**src/rtl/rsr_pkg.sv**
```systemverilog
package rsr_pkg;
    typedef enum logic [1:0] {
        ACT_HOLD  = 2'd0,
        ACT_SHIFT = 2'd1,
        ACT_LOAD  = 2'd2
    } rsr_act_e;
endpackage

```
**src/rtl/rsr_cfg_latch.sv**
```systemverilog
module rsr_cfg_latch #(
    parameter int ROT_W   = 5,
    parameter int RST_ROT = 6,
    parameter int RST_NSH = 5
) (
    input  logic             clk_i,
    input  logic             rst_ni,
    input  logic             enable_i,
    input  logic [ROT_W-1:0] rot_i,
    input  logic [ROT_W-1:0] nsh_i,
    output logic [ROT_W-1:0] rot_o,
    output logic [ROT_W-1:0] nsh_o
);
    typedef struct packed {
        logic [ROT_W-1:0] rot;
        logic [ROT_W-1:0] nsh;
    } cfg_t;

    cfg_t cfg_d, cfg_q;

    always_comb begin
        cfg_d = cfg_q;
        if (!enable_i) begin
            cfg_d.rot = rot_i;
            cfg_d.nsh = nsh_i;
        end
    end

    always_ff @(posedge clk_i or negedge rst_ni) begin
        if (!rst_ni) begin
            cfg_q.rot <= ROT_W'(RST_ROT);
            cfg_q.nsh <= ROT_W'(RST_NSH);
        end else begin
            cfg_q <= cfg_d;
        end
    end

    assign rot_o = cfg_q.rot;
    assign nsh_o = cfg_q.nsh;

    // captured settings only move while disabled
    p_cfg_frozen_r7: assert property (@(posedge clk_i) disable iff (!rst_ni)
        enable_i |=> ($stable(rot_o) && $stable(nsh_o)));
endmodule

```
**src/rtl/rsr_seq.sv**
```systemverilog
module rsr_seq #(
    parameter int ROT_W = 5,
    localparam int CNT_W = ROT_W + 1
) (
    input  logic                clk_i,
    input  logic                rst_ni,
    input  logic                enable_i,
    input  logic                valid_i,
    input  logic [ROT_W-1:0]    nsh_i,
    output logic                pop_o,
    output logic                shift_o,
    output rsr_pkg::rsr_act_e   act_o
);
    import rsr_pkg::*;

    typedef struct packed {
        logic [CNT_W-1:0] cnt;
    } seq_t;

    seq_t             seq_d, seq_q;
    logic [CNT_W-1:0] load_cnt;
    logic             last_or_empty;

    always_comb begin
        load_cnt      = (nsh_i == '0) ? CNT_W'(1 << ROT_W) : {1'b0, nsh_i};
        last_or_empty = (seq_q.cnt <= CNT_W'(1));
        shift_o       = enable_i && (seq_q.cnt != '0);
        pop_o         = enable_i && valid_i && last_or_empty;
        seq_d         = seq_q;
        act_o         = ACT_HOLD;
        if (!enable_i) begin
            seq_d.cnt = '0;
        end else if (pop_o) begin
            seq_d.cnt = load_cnt;
            act_o     = ACT_LOAD;
        end else if (shift_o) begin
            seq_d.cnt = seq_q.cnt - CNT_W'(1);
            act_o     = ACT_SHIFT;
        end
    end

    always_ff @(posedge clk_i or negedge rst_ni) begin
        if (!rst_ni) seq_q <= '0;
        else         seq_q <= seq_d;
    end

    // a disabled cycle leaves no operations pending
    p_restart_idle_r6: assert property (@(posedge clk_i) disable iff (!rst_ni)
        !enable_i |=> !shift_o);
    // a pop is only issued against a valid head word
    p_pop_needs_valid_r8: assert property (@(posedge clk_i) disable iff (!rst_ni)
        pop_o |-> valid_i);
    // the cycle enable rises carries no shift strobe
    p_first_load_r9: assert property (@(posedge clk_i) disable iff (!rst_ni)
        $rose(enable_i) |-> !shift_o);
endmodule

```
**src/rtl/rsr_rotator.sv**
```systemverilog
module rsr_rotator #(
    parameter int WIDTH = 32,
    localparam int ROT_W = $clog2(WIDTH)
) (
    input  logic [WIDTH-1:0] data_i,
    input  logic [ROT_W-1:0] amt_i,
    output logic [WIDTH-1:0] data_o
);
    logic [WIDTH-1:0] stg [0:ROT_W];

    assign stg[0] = data_i;

    for (genvar s = 0; s < ROT_W; s++) begin : g_stage
        localparam int D = 1 << s;
        assign stg[s+1] = amt_i[s] ? {stg[s][D-1:0], stg[s][WIDTH-1:D]} : stg[s];
    end

    assign data_o = stg[ROT_W];
endmodule

```
**src/rtl/rot_shift_refill.sv**
```systemverilog
module rot_shift_refill #(
    parameter int WIDTH   = 32,
    parameter int RST_ROT = 6,
    parameter int RST_NSH = 5,
    localparam int ROT_W = $clog2(WIDTH)
) (
    input  logic             clk_i,
    input  logic             rst_ni,
    input  logic             enable_i,
    input  logic [ROT_W-1:0] rot_amt_i,
    input  logic [ROT_W-1:0] shift_num_i,
    input  logic [WIDTH-1:0] fifo_data_i,
    input  logic             fifo_valid_i,
    output logic [WIDTH-1:0] sreg_o,
    output logic             fifo_pop_o,
    output logic             shift_stb_o
);
    import rsr_pkg::*;

    typedef struct packed {
        logic [WIDTH-1:0] sreg;
    } top_t;

    top_t             st_d, st_q;
    logic [ROT_W-1:0] cfg_rot, cfg_nsh;
    logic [WIDTH-1:0] rotated;
    rsr_act_e         act;

    rsr_cfg_latch #(.ROT_W(ROT_W), .RST_ROT(RST_ROT), .RST_NSH(RST_NSH)) i_cfg (
        .clk_i(clk_i), .rst_ni(rst_ni), .enable_i(enable_i),
        .rot_i(rot_amt_i), .nsh_i(shift_num_i),
        .rot_o(cfg_rot), .nsh_o(cfg_nsh)
    );

    rsr_seq #(.ROT_W(ROT_W)) i_seq (
        .clk_i(clk_i), .rst_ni(rst_ni), .enable_i(enable_i),
        .valid_i(fifo_valid_i), .nsh_i(cfg_nsh),
        .pop_o(fifo_pop_o), .shift_o(shift_stb_o), .act_o(act)
    );

    rsr_rotator #(.WIDTH(WIDTH)) i_rot (
        .data_i(st_q.sreg), .amt_i(cfg_rot), .data_o(rotated)
    );

    always_comb begin
        st_d = st_q;
        case (act)
            ACT_LOAD:  st_d.sreg = fifo_data_i;
            ACT_SHIFT: st_d.sreg = rotated;
            default:   st_d.sreg = st_q.sreg;
        endcase
    end

    always_ff @(posedge clk_i or negedge rst_ni) begin
        if (!rst_ni) st_q <= '0;
        else         st_q <= st_d;
    end

    assign sreg_o = st_q.sreg;

    function automatic logic [WIDTH-1:0] ref_rotr(logic [WIDTH-1:0] v, logic [ROT_W-1:0] k);
        logic [2*WIDTH-1:0] t;
        t = {v, v} >> k;
        return t[WIDTH-1:0];
    endfunction

    // a shift cycle rotates right by the captured distance
    p_rotate_r1: assert property (@(posedge clk_i) disable iff (!rst_ni)
        (shift_stb_o && !fifo_pop_o) |=> (sreg_o == ref_rotr($past(sreg_o), $past(cfg_rot))));
    // a pop places the head word in the register
    p_load_word_r5: assert property (@(posedge clk_i) disable iff (!rst_ni)
        fifo_pop_o |=> (sreg_o == $past(fifo_data_i)));
    // without a shift or a pop the register holds
    p_hold_stall_r8: assert property (@(posedge clk_i) disable iff (!rst_ni)
        (!shift_stb_o && !fifo_pop_o) |=> $stable(sreg_o));
endmodule

```
**config.mk**
```make
export PLATFORM = sky130hd
export DESIGN_NAME = rot_shift_refill
export DESIGN_NICKNAME = d
export VERILOG_FILES = /design/src/rtl/rsr_pkg.sv /design/src/rtl/rsr_cfg_latch.sv /design/src/rtl/rsr_seq.sv /design/src/rtl/rsr_rotator.sv /design/src/rtl/rot_shift_refill.sv
export SDC_FILE = /design/constraint.sdc
export NUM_CORES = 1
export LEC_CHECK = 0
export BUFFER_PORTS_ARGS = -buffer_cell sky130_fd_sc_hd__buf_2
export CORE_ASPECT_RATIO = 1.4
export CORE_MARGIN = 4
export CORE_UTILIZATION = 61
export CTS_CLUSTER_DIAMETER = 80
export DETAILED_ROUTE_END_ITERATION = 6
export PLACE_DENSITY_LB_ADDON = 0.3
export SLEW_MARGIN = 20
export SYNTH_ARGS = -nofsm -noshare
export SYNTH_HDL_FRONTEND = slang
export SYNTH_SLANG_ARGS = --single-unit
export TNS_END_PERCENT = 1
```
**constraint.sdc**
```tcl
create_clock -name clk_i -period 6 [get_ports clk_i]
set_clock_uncertainty 0.2 [all_clocks]
set_input_delay 0.9 -clock clk_i [delete_from_list [all_inputs] [get_ports clk_i]]
set_output_delay 0.9 -clock clk_i [all_outputs]
set_load 0.02 [all_outputs]
```
# Yosys cells after proc, flatten, opt, wreduce, memory -nomap -nowiden
# Index checks and enable logic that the tools add are counted.
# word_totals
regBits	48
latchBits	0
ram_bits	0
romBits	0
inputBits	46
memories	0
# classes
n_addsub	1
n_mul	0
n_div	0
n_lt_le_gt_ge	1
n_eq_ne	3
n_shift	0
n_mux	13
bitwise	0
n_reduce_logical	6
# op_table
operator	count
32-bit 2-to-1 mux	5
32-bit one-hot mux with 2 select lines	1
6-bit 2-to-1 mux	4
6-bit by 1-bit less-or-equal comparator with 1-bit output (second input constant)	1
6-bit nonzero test	1
6-bit by 1-bit subtractor with 6-bit output (second input constant)	1
5-bit logical NOT	1
2-bit 2-to-1 mux	2
1-bit logical AND	3
3-bit by 1-bit inequality test with 1-bit output (second input constant)	1
2-bit by 1-bit == test with 1-bit output (second input constant)	1
2-bit == test (second input constant)	1
2-bit nonzero test	1
1-bit 2-to-1 mux	1

# Depth between registers and ports, before layout
# logic_depth
word_depth	7
depth_mapped	12
mapped_depth_nobuf	11

# Hierarchy
# Synthesis repeated with hierarchy kept, for this count alone.
# unflattened
hier_cells	326
area_unflattened_um2	4317.9
# by_module_without_submodules
module	n_inst	cells_per_inst	area_each_um2	seq_area_each_um2
rsr_rotator	1	116	1949.4	0.0
rot_shift_refill	1	141	1531.5	800.8
rsr_seq	1	48	420.4	150.1
rsr_cfg_latch	1	21	416.6	255.2

# Worst setup path before layout
# OpenSTA, ideal clock, no wires.
# synth_path
path_type	input to register
from	input enable_i
to	register st_q (netlist bit sreg_o[10])
setup_ns	0.133
arrival_ns	3.213
slack_ns	2.454
stages	9
n_path_buf	4
path_cell_list	clkbuf_1 > o2111a_1 > clkinv_1 > and3_1 > ha_1 > clkbuf_1 > clkbuf_1 > clkbuf_1 > a21oi_1
# synth_via
elab_chain_cells	6
elab_cells_between_ends	10
classes_between	eq/ne: 2; mux: 4; reduce/logical: 4
# synth_rtl
item	line	source
start, declared	rot_shift_refill.sv:9	input logic enable_i,
1-bit logical AND (*) (2 in series)	rsr_seq.sv:28	pop_o = enable_i && valid_i && last_or_empty;
named net fifo_pop_o	rot_shift_refill.sv:15	output logic fifo_pop_o,
2-bit 2-to-1 mux (*)	rsr_seq.sv:33	end else if (pop_o) begin
2-bit 2-to-1 mux (*)	rsr_seq.sv:31	if (!enable_i) begin
2-bit by 1-bit == test with 1-bit output / 2-bit == test (equally long branches)	rot_shift_refill.sv:47	case (act)
32-bit one-hot mux with 2 select lines / 2-bit nonzero test (equally long branches)	-	
end signal, assigned	rot_shift_refill.sv:56	else st_q <= st_d;
end, declared	rot_shift_refill.sv:24	top_t st_d, st_q;
# Mark *: on every way through the listed nets, which the timed path passes. The rest lies on a longest branch.
# A chain may end at the register's enable or synchronous reset.

# Worst setup path after layout
# layout_path
from	register i_seq.seq_q[0] in the netlist's numbering
to	register st_q (netlist bit sreg_o[22])
# layout_via
elab_chain_cells	7
elab_cells_between_ends	11
classes_between	order compare: 1; eq/ne: 2; mux: 4; reduce/logical: 4
# layout_rtl
item	line	source
start, declared	rsr_seq.sv:20	seq_t seq_d, seq_q;
start signal, assigned	rsr_seq.sv:44	else seq_q <= seq_d;
branches (longest 3 deep; another with 6-bit by 1-bit less-or-equal comparator with 1-bit output)	-	
2-bit 2-to-1 mux (*)	rsr_seq.sv:33	
2-bit 2-to-1 mux (*)	rsr_seq.sv:31	
2-bit by 1-bit == test with 1-bit output / 2-bit == test (equally long branches)	rot_shift_refill.sv:47	
32-bit one-hot mux with 2 select lines / 2-bit nonzero test (equally long branches)	-	
# Every way passes the cells marked *.

==> impl_metrics.env <==
export IMPL_status="finished clean"
export IMPL_hold_buffers=0
export IMPL_clk_path_buf_depth=2
export IMPL_pin_count=80
export IMPL_hpwl_um=9550
export IMPL_synth_seq_area_share=0.287
export IMPL_worstPathArrival_ns=3.74
export IMPL_crit_type="flip-flop to flip-flop"
export IMPL_syn_nets=473
export IMPL_clkPwrFrac=0.124
export IMPL_pwr_share_comb=0.611
export IMPL_synthArstFlopShare=1.00
export IMPL_antenna_found_initial=1
export IMPL_cts_buffers=5
export IMPL_ys_ff_latch=48
export IMPL_drtAntennaViolNets=0
export IMPL_drt_vias_per_instance=7.06
export IMPL_crit_buf_inv=4
export IMPL_rsz0062_at_grt="false"
export IMPL_startpoint_type="flip-flop"
export IMPL_die_area_um2=8300
export IMPL_drc=0
export IMPL_cts_setup_buffers=0
export IMPL_drt_iter0_markers=706
export IMPL_synth_ff_type="dfrtp_1"
export IMPL_fill_cells=531
export IMPL_r2r_cells=11
export IMPL_crit_top_cell="clkinv_1"
export IMPL_io_buffers=79
export IMPL_die_x_um=78.1
export IMPL_finalHoldViolations=0
export IMPL_tightest_slew_ns=1.11
export IMPL_synth_cell_area_um2=4200
export IMPL_grt_overflow=0
export IMPL_cp_cell_sequence="inv_1 > ha_1 > o2111a_1 > clkinv_1 > and3_1 > ha_2 > clkinv_1 > nor2_1 > buf_4 > o211ai_1 > a32oi_1"
export IMPL_max_freq_ghz=0.269
export IMPL_worstSkewPairLatency_ns=0.31
export IMPL_clock_sinks=48
export IMPL_grt_pass1_vias=3841
export IMPL_layout_drive_gt1_share=0.358
export IMPL_fin_crit_ns=3.72
export IMPL_cpMaxStageDelayCell="clkinv_1"
export IMPL_wirelength_um=13400
export IMPL_place_congestion=0.980
export IMPL_grt_start_max_net_pins=65
export IMPL_syn_area_per_cell_um2=9.91
export IMPL_synth_cell_types=44
export IMPL_relSlewSlack=0.261
export IMPL_post_route_period_util=0.621
export IMPL_p_sw_frac=0.490
export IMPL_cts_root_buf="clkbuf_8"
export IMPL_grt_pass1_wl_um=20700
export IMPL_coreArea_um2=6660
export IMPL_rows=35
export IMPL_cp_depth=11
export IMPL_power_density_nw_per_um2=560
export IMPL_setup_ws_ns=2.28
export IMPL_holdPathStages=2
export IMPL_setup_viol=0
export IMPL_drv_slew=0
export IMPL_drt_first_pass_iters=5
export IMPL_endpoint_kind="flip-flop"
export IMPL_cts_tree="done"
export IMPL_synthCells=424
export IMPL_ctsResizeCount=0
export IMPL_cap_violations=0
export IMPL_path_clk_slew_ns=0.10
export IMPL_grt_use_total=0.323
export IMPL_intPower_mw=1.35
export IMPL_yosysWarningCount=0
export IMPL_cp_required_ns=6.02
export IMPL_die_height_um=106
export IMPL_start_util=0.631
export IMPL_p_seq_frac=0.265
export IMPL_synth_edf_count=0
export IMPL_area_delta_synth_final_pct=12.9
export IMPL_worst_ir_drop_vdd_uv=425
export IMPL_h_tree_depth=2
export IMPL_path_max_fanout=33
export IMPL_max_stage_delay_ns=0.75
export IMPL_diodes=0
export IMPL_setup_tns_ns=0
export IMPL_p_switching_mw=1.30
export IMPL_dp_slack_ns=2.04
export IMPL_p_leak_nw=1.96
export IMPL_nets=528
export IMPL_cp_top_family="buffers and inverters"
export IMPL_num_vias=4038
export IMPL_routedWlPerCell_um=23.5
export IMPL_min_path_type="flip-flop to flip-flop"
[cells by family (layout without fill, tap and decap cells)]
logic type / after synthesis / in the layout / synth area share
and+or+nand+nor: 106 / 106 / 0.114
AOI/OAI and AO/OA: 104 / 104 / 0.206
muxes: 84 / 84 / 0.300
buffers and inverters: 75 / 131 / 0.0760
DFF: 48 / 48 / 0.287
xor gates and xnor gates: 4 / 4 / 0.00834
adders and majority gates: 3 / 3 / 0.00894
[worst register-to-register path, stage by stage, from the launching register on]
cell and delay [ns]:
dfrtp_1 0.44, inv_1 0.06, ha_1 0.25, o2111a_1 0.34, clkinv_1 0.19, and3_1 0.19, ha_2 0.20, clkinv_1 0.75
nor2_1 0.34, buf_4 0.32, o211ai_1 0.15, a32oi_1 0.22
[registers in the layout, indices dropped and copies added (netlist names)]
| name | cells |
|---|---|
| i_cfg.nsh_o | 5 |
| i_cfg.rot_o | 5 |
| i_seq.seq_q | 6 |
| sreg_o | 32 |
[synth_stat cells, types with 2 or more instances]
cell type	count	area share
or2_0	6	0.0089
mux4_2	29	0.16
a21oi_1	6	0.0071
dfrtp_1	44	0.26
nor3_1	2	0.0024
mux2i_1	13	0.031
clkinv_1	2	0.0018
buf_2	6	0.0071
a221oi_1	28	0.058
nor2_1	32	0.029
a32oi_1	27	0.056
or3_1	5	0.0074
buf_6	2	0.0054
nand2b_1	8	0.012
o21ai_1	3	0.0036
a211oi_1	4	0.0071
and2_1	3	0.0045
a221o_1	3	0.0071
a2bb2oi_1	2	0.0042
inv_1	36	0.032
dfstp_2	4	0.025
nand2_1	41	0.037
or2_1	6	0.0089
xor2_1	2	0.0042
o211ai_1	22	0.039
a221oi_2	3	0.011
clkbuf_1	24	0.021
mux2_2	41	0.11
buf_1	2	0.0018
xnor2_1	2	0.0042
ha_1	3	0.0089
[through the flow]
step / power (mW) / utilization / cell area, µm² / hold slack, ns / instances
after global placement: 2.23 / 0.688 / 4580 / 0.329 / 564
final: 2.66 / 0.713 / 4740 / 0.336 / 572
after CTS: 2.60 / 0.712 / 4740 / 0.342 / 572
after floorplan: 1.77 / - / 4200 / 0.292 / 424
after global routing: 2.78 / 0.713 / 4740 / 0.381 / 572
after detailed placement: 2.27 / 0.688 / 4580 / 0.328 / 564
[layer usage]
layer | up-vias | global-route usage | wire length (µm)
li1 | 1726 | - | -
met1 | 1935 | 0.398 | 4790
met2 | 302 | 0.525 | 6470
met3 | 73 | 0.0898 | 1470
met4 | 2 | 0.149 | 680
met5 | - | 0 | 7
[final cells by class]
class / instances / area (µm²) / share of cell area
Tap cell: 92 / 115 / 0.0243
Clock inverter: 3 / 90.1 / 0.0190
Timing Repair Buffer: 84 / 435 / 0.0918
Sequential cell: 48 / 1210 / 0.255
Clock buffer: 5 / 68.8 / 0.0145
Inverter: 39 / 146 / 0.0309
Multi-Input combinational cell: 301 / 2680 / 0.564
[final timing paths]
kind / from / to / slack [ns]
max in group asynchronous: rst_ni / sreg_o[31] / 4.75
max: i_seq.seq_q[0] / sreg_o[22] / 2.28
min in group asynchronous: rst_ni / sreg_o[4] / 0.38
min: i_cfg.nsh_o[0] / i_seq.seq_q[0] / 0.34
max reg2reg: i_seq.seq_q[0] / sreg_o[22] / 2.28
min reg2reg: i_cfg.nsh_o[0] / i_seq.seq_q[0] / 0.34
[placed cells by master, fill, tap and decap left out, drive strengths merged, types with 2 or more instances in the layout]
master / count
a32oi: 27
and2: 3
a2bb2oi: 2
buf: 84
nor3: 2
or2: 12
a221o: 3
bufinv: 3
xor2: 2
ha: 3
dfstp: 4
clkbuf: 5
o21ai: 4
mux2: 42
mux4: 29
or3: 5
clkinv: 2
dfrtp: 44
mux2i: 13
inv: 37
o211ai: 22
a21oi: 6
a221oi: 31
nand2b: 8
nor2: 32
xnor2: 2
a211oi: 4
nand2: 41
[power groups by stage]
stage	registers [mW]	logic, mW	clock network, mW
2_1_floorplan	0.729	1.04	0
3_3_place_gp	0.682	1.54	0
3_5_place_dp	0.695	1.58	0
4_1_cts	0.689	1.58	0.329
5_1_grt	0.720	1.72	0.343
6_report	0.703	1.62	0.329
Power figures use the tool's default switching activity.
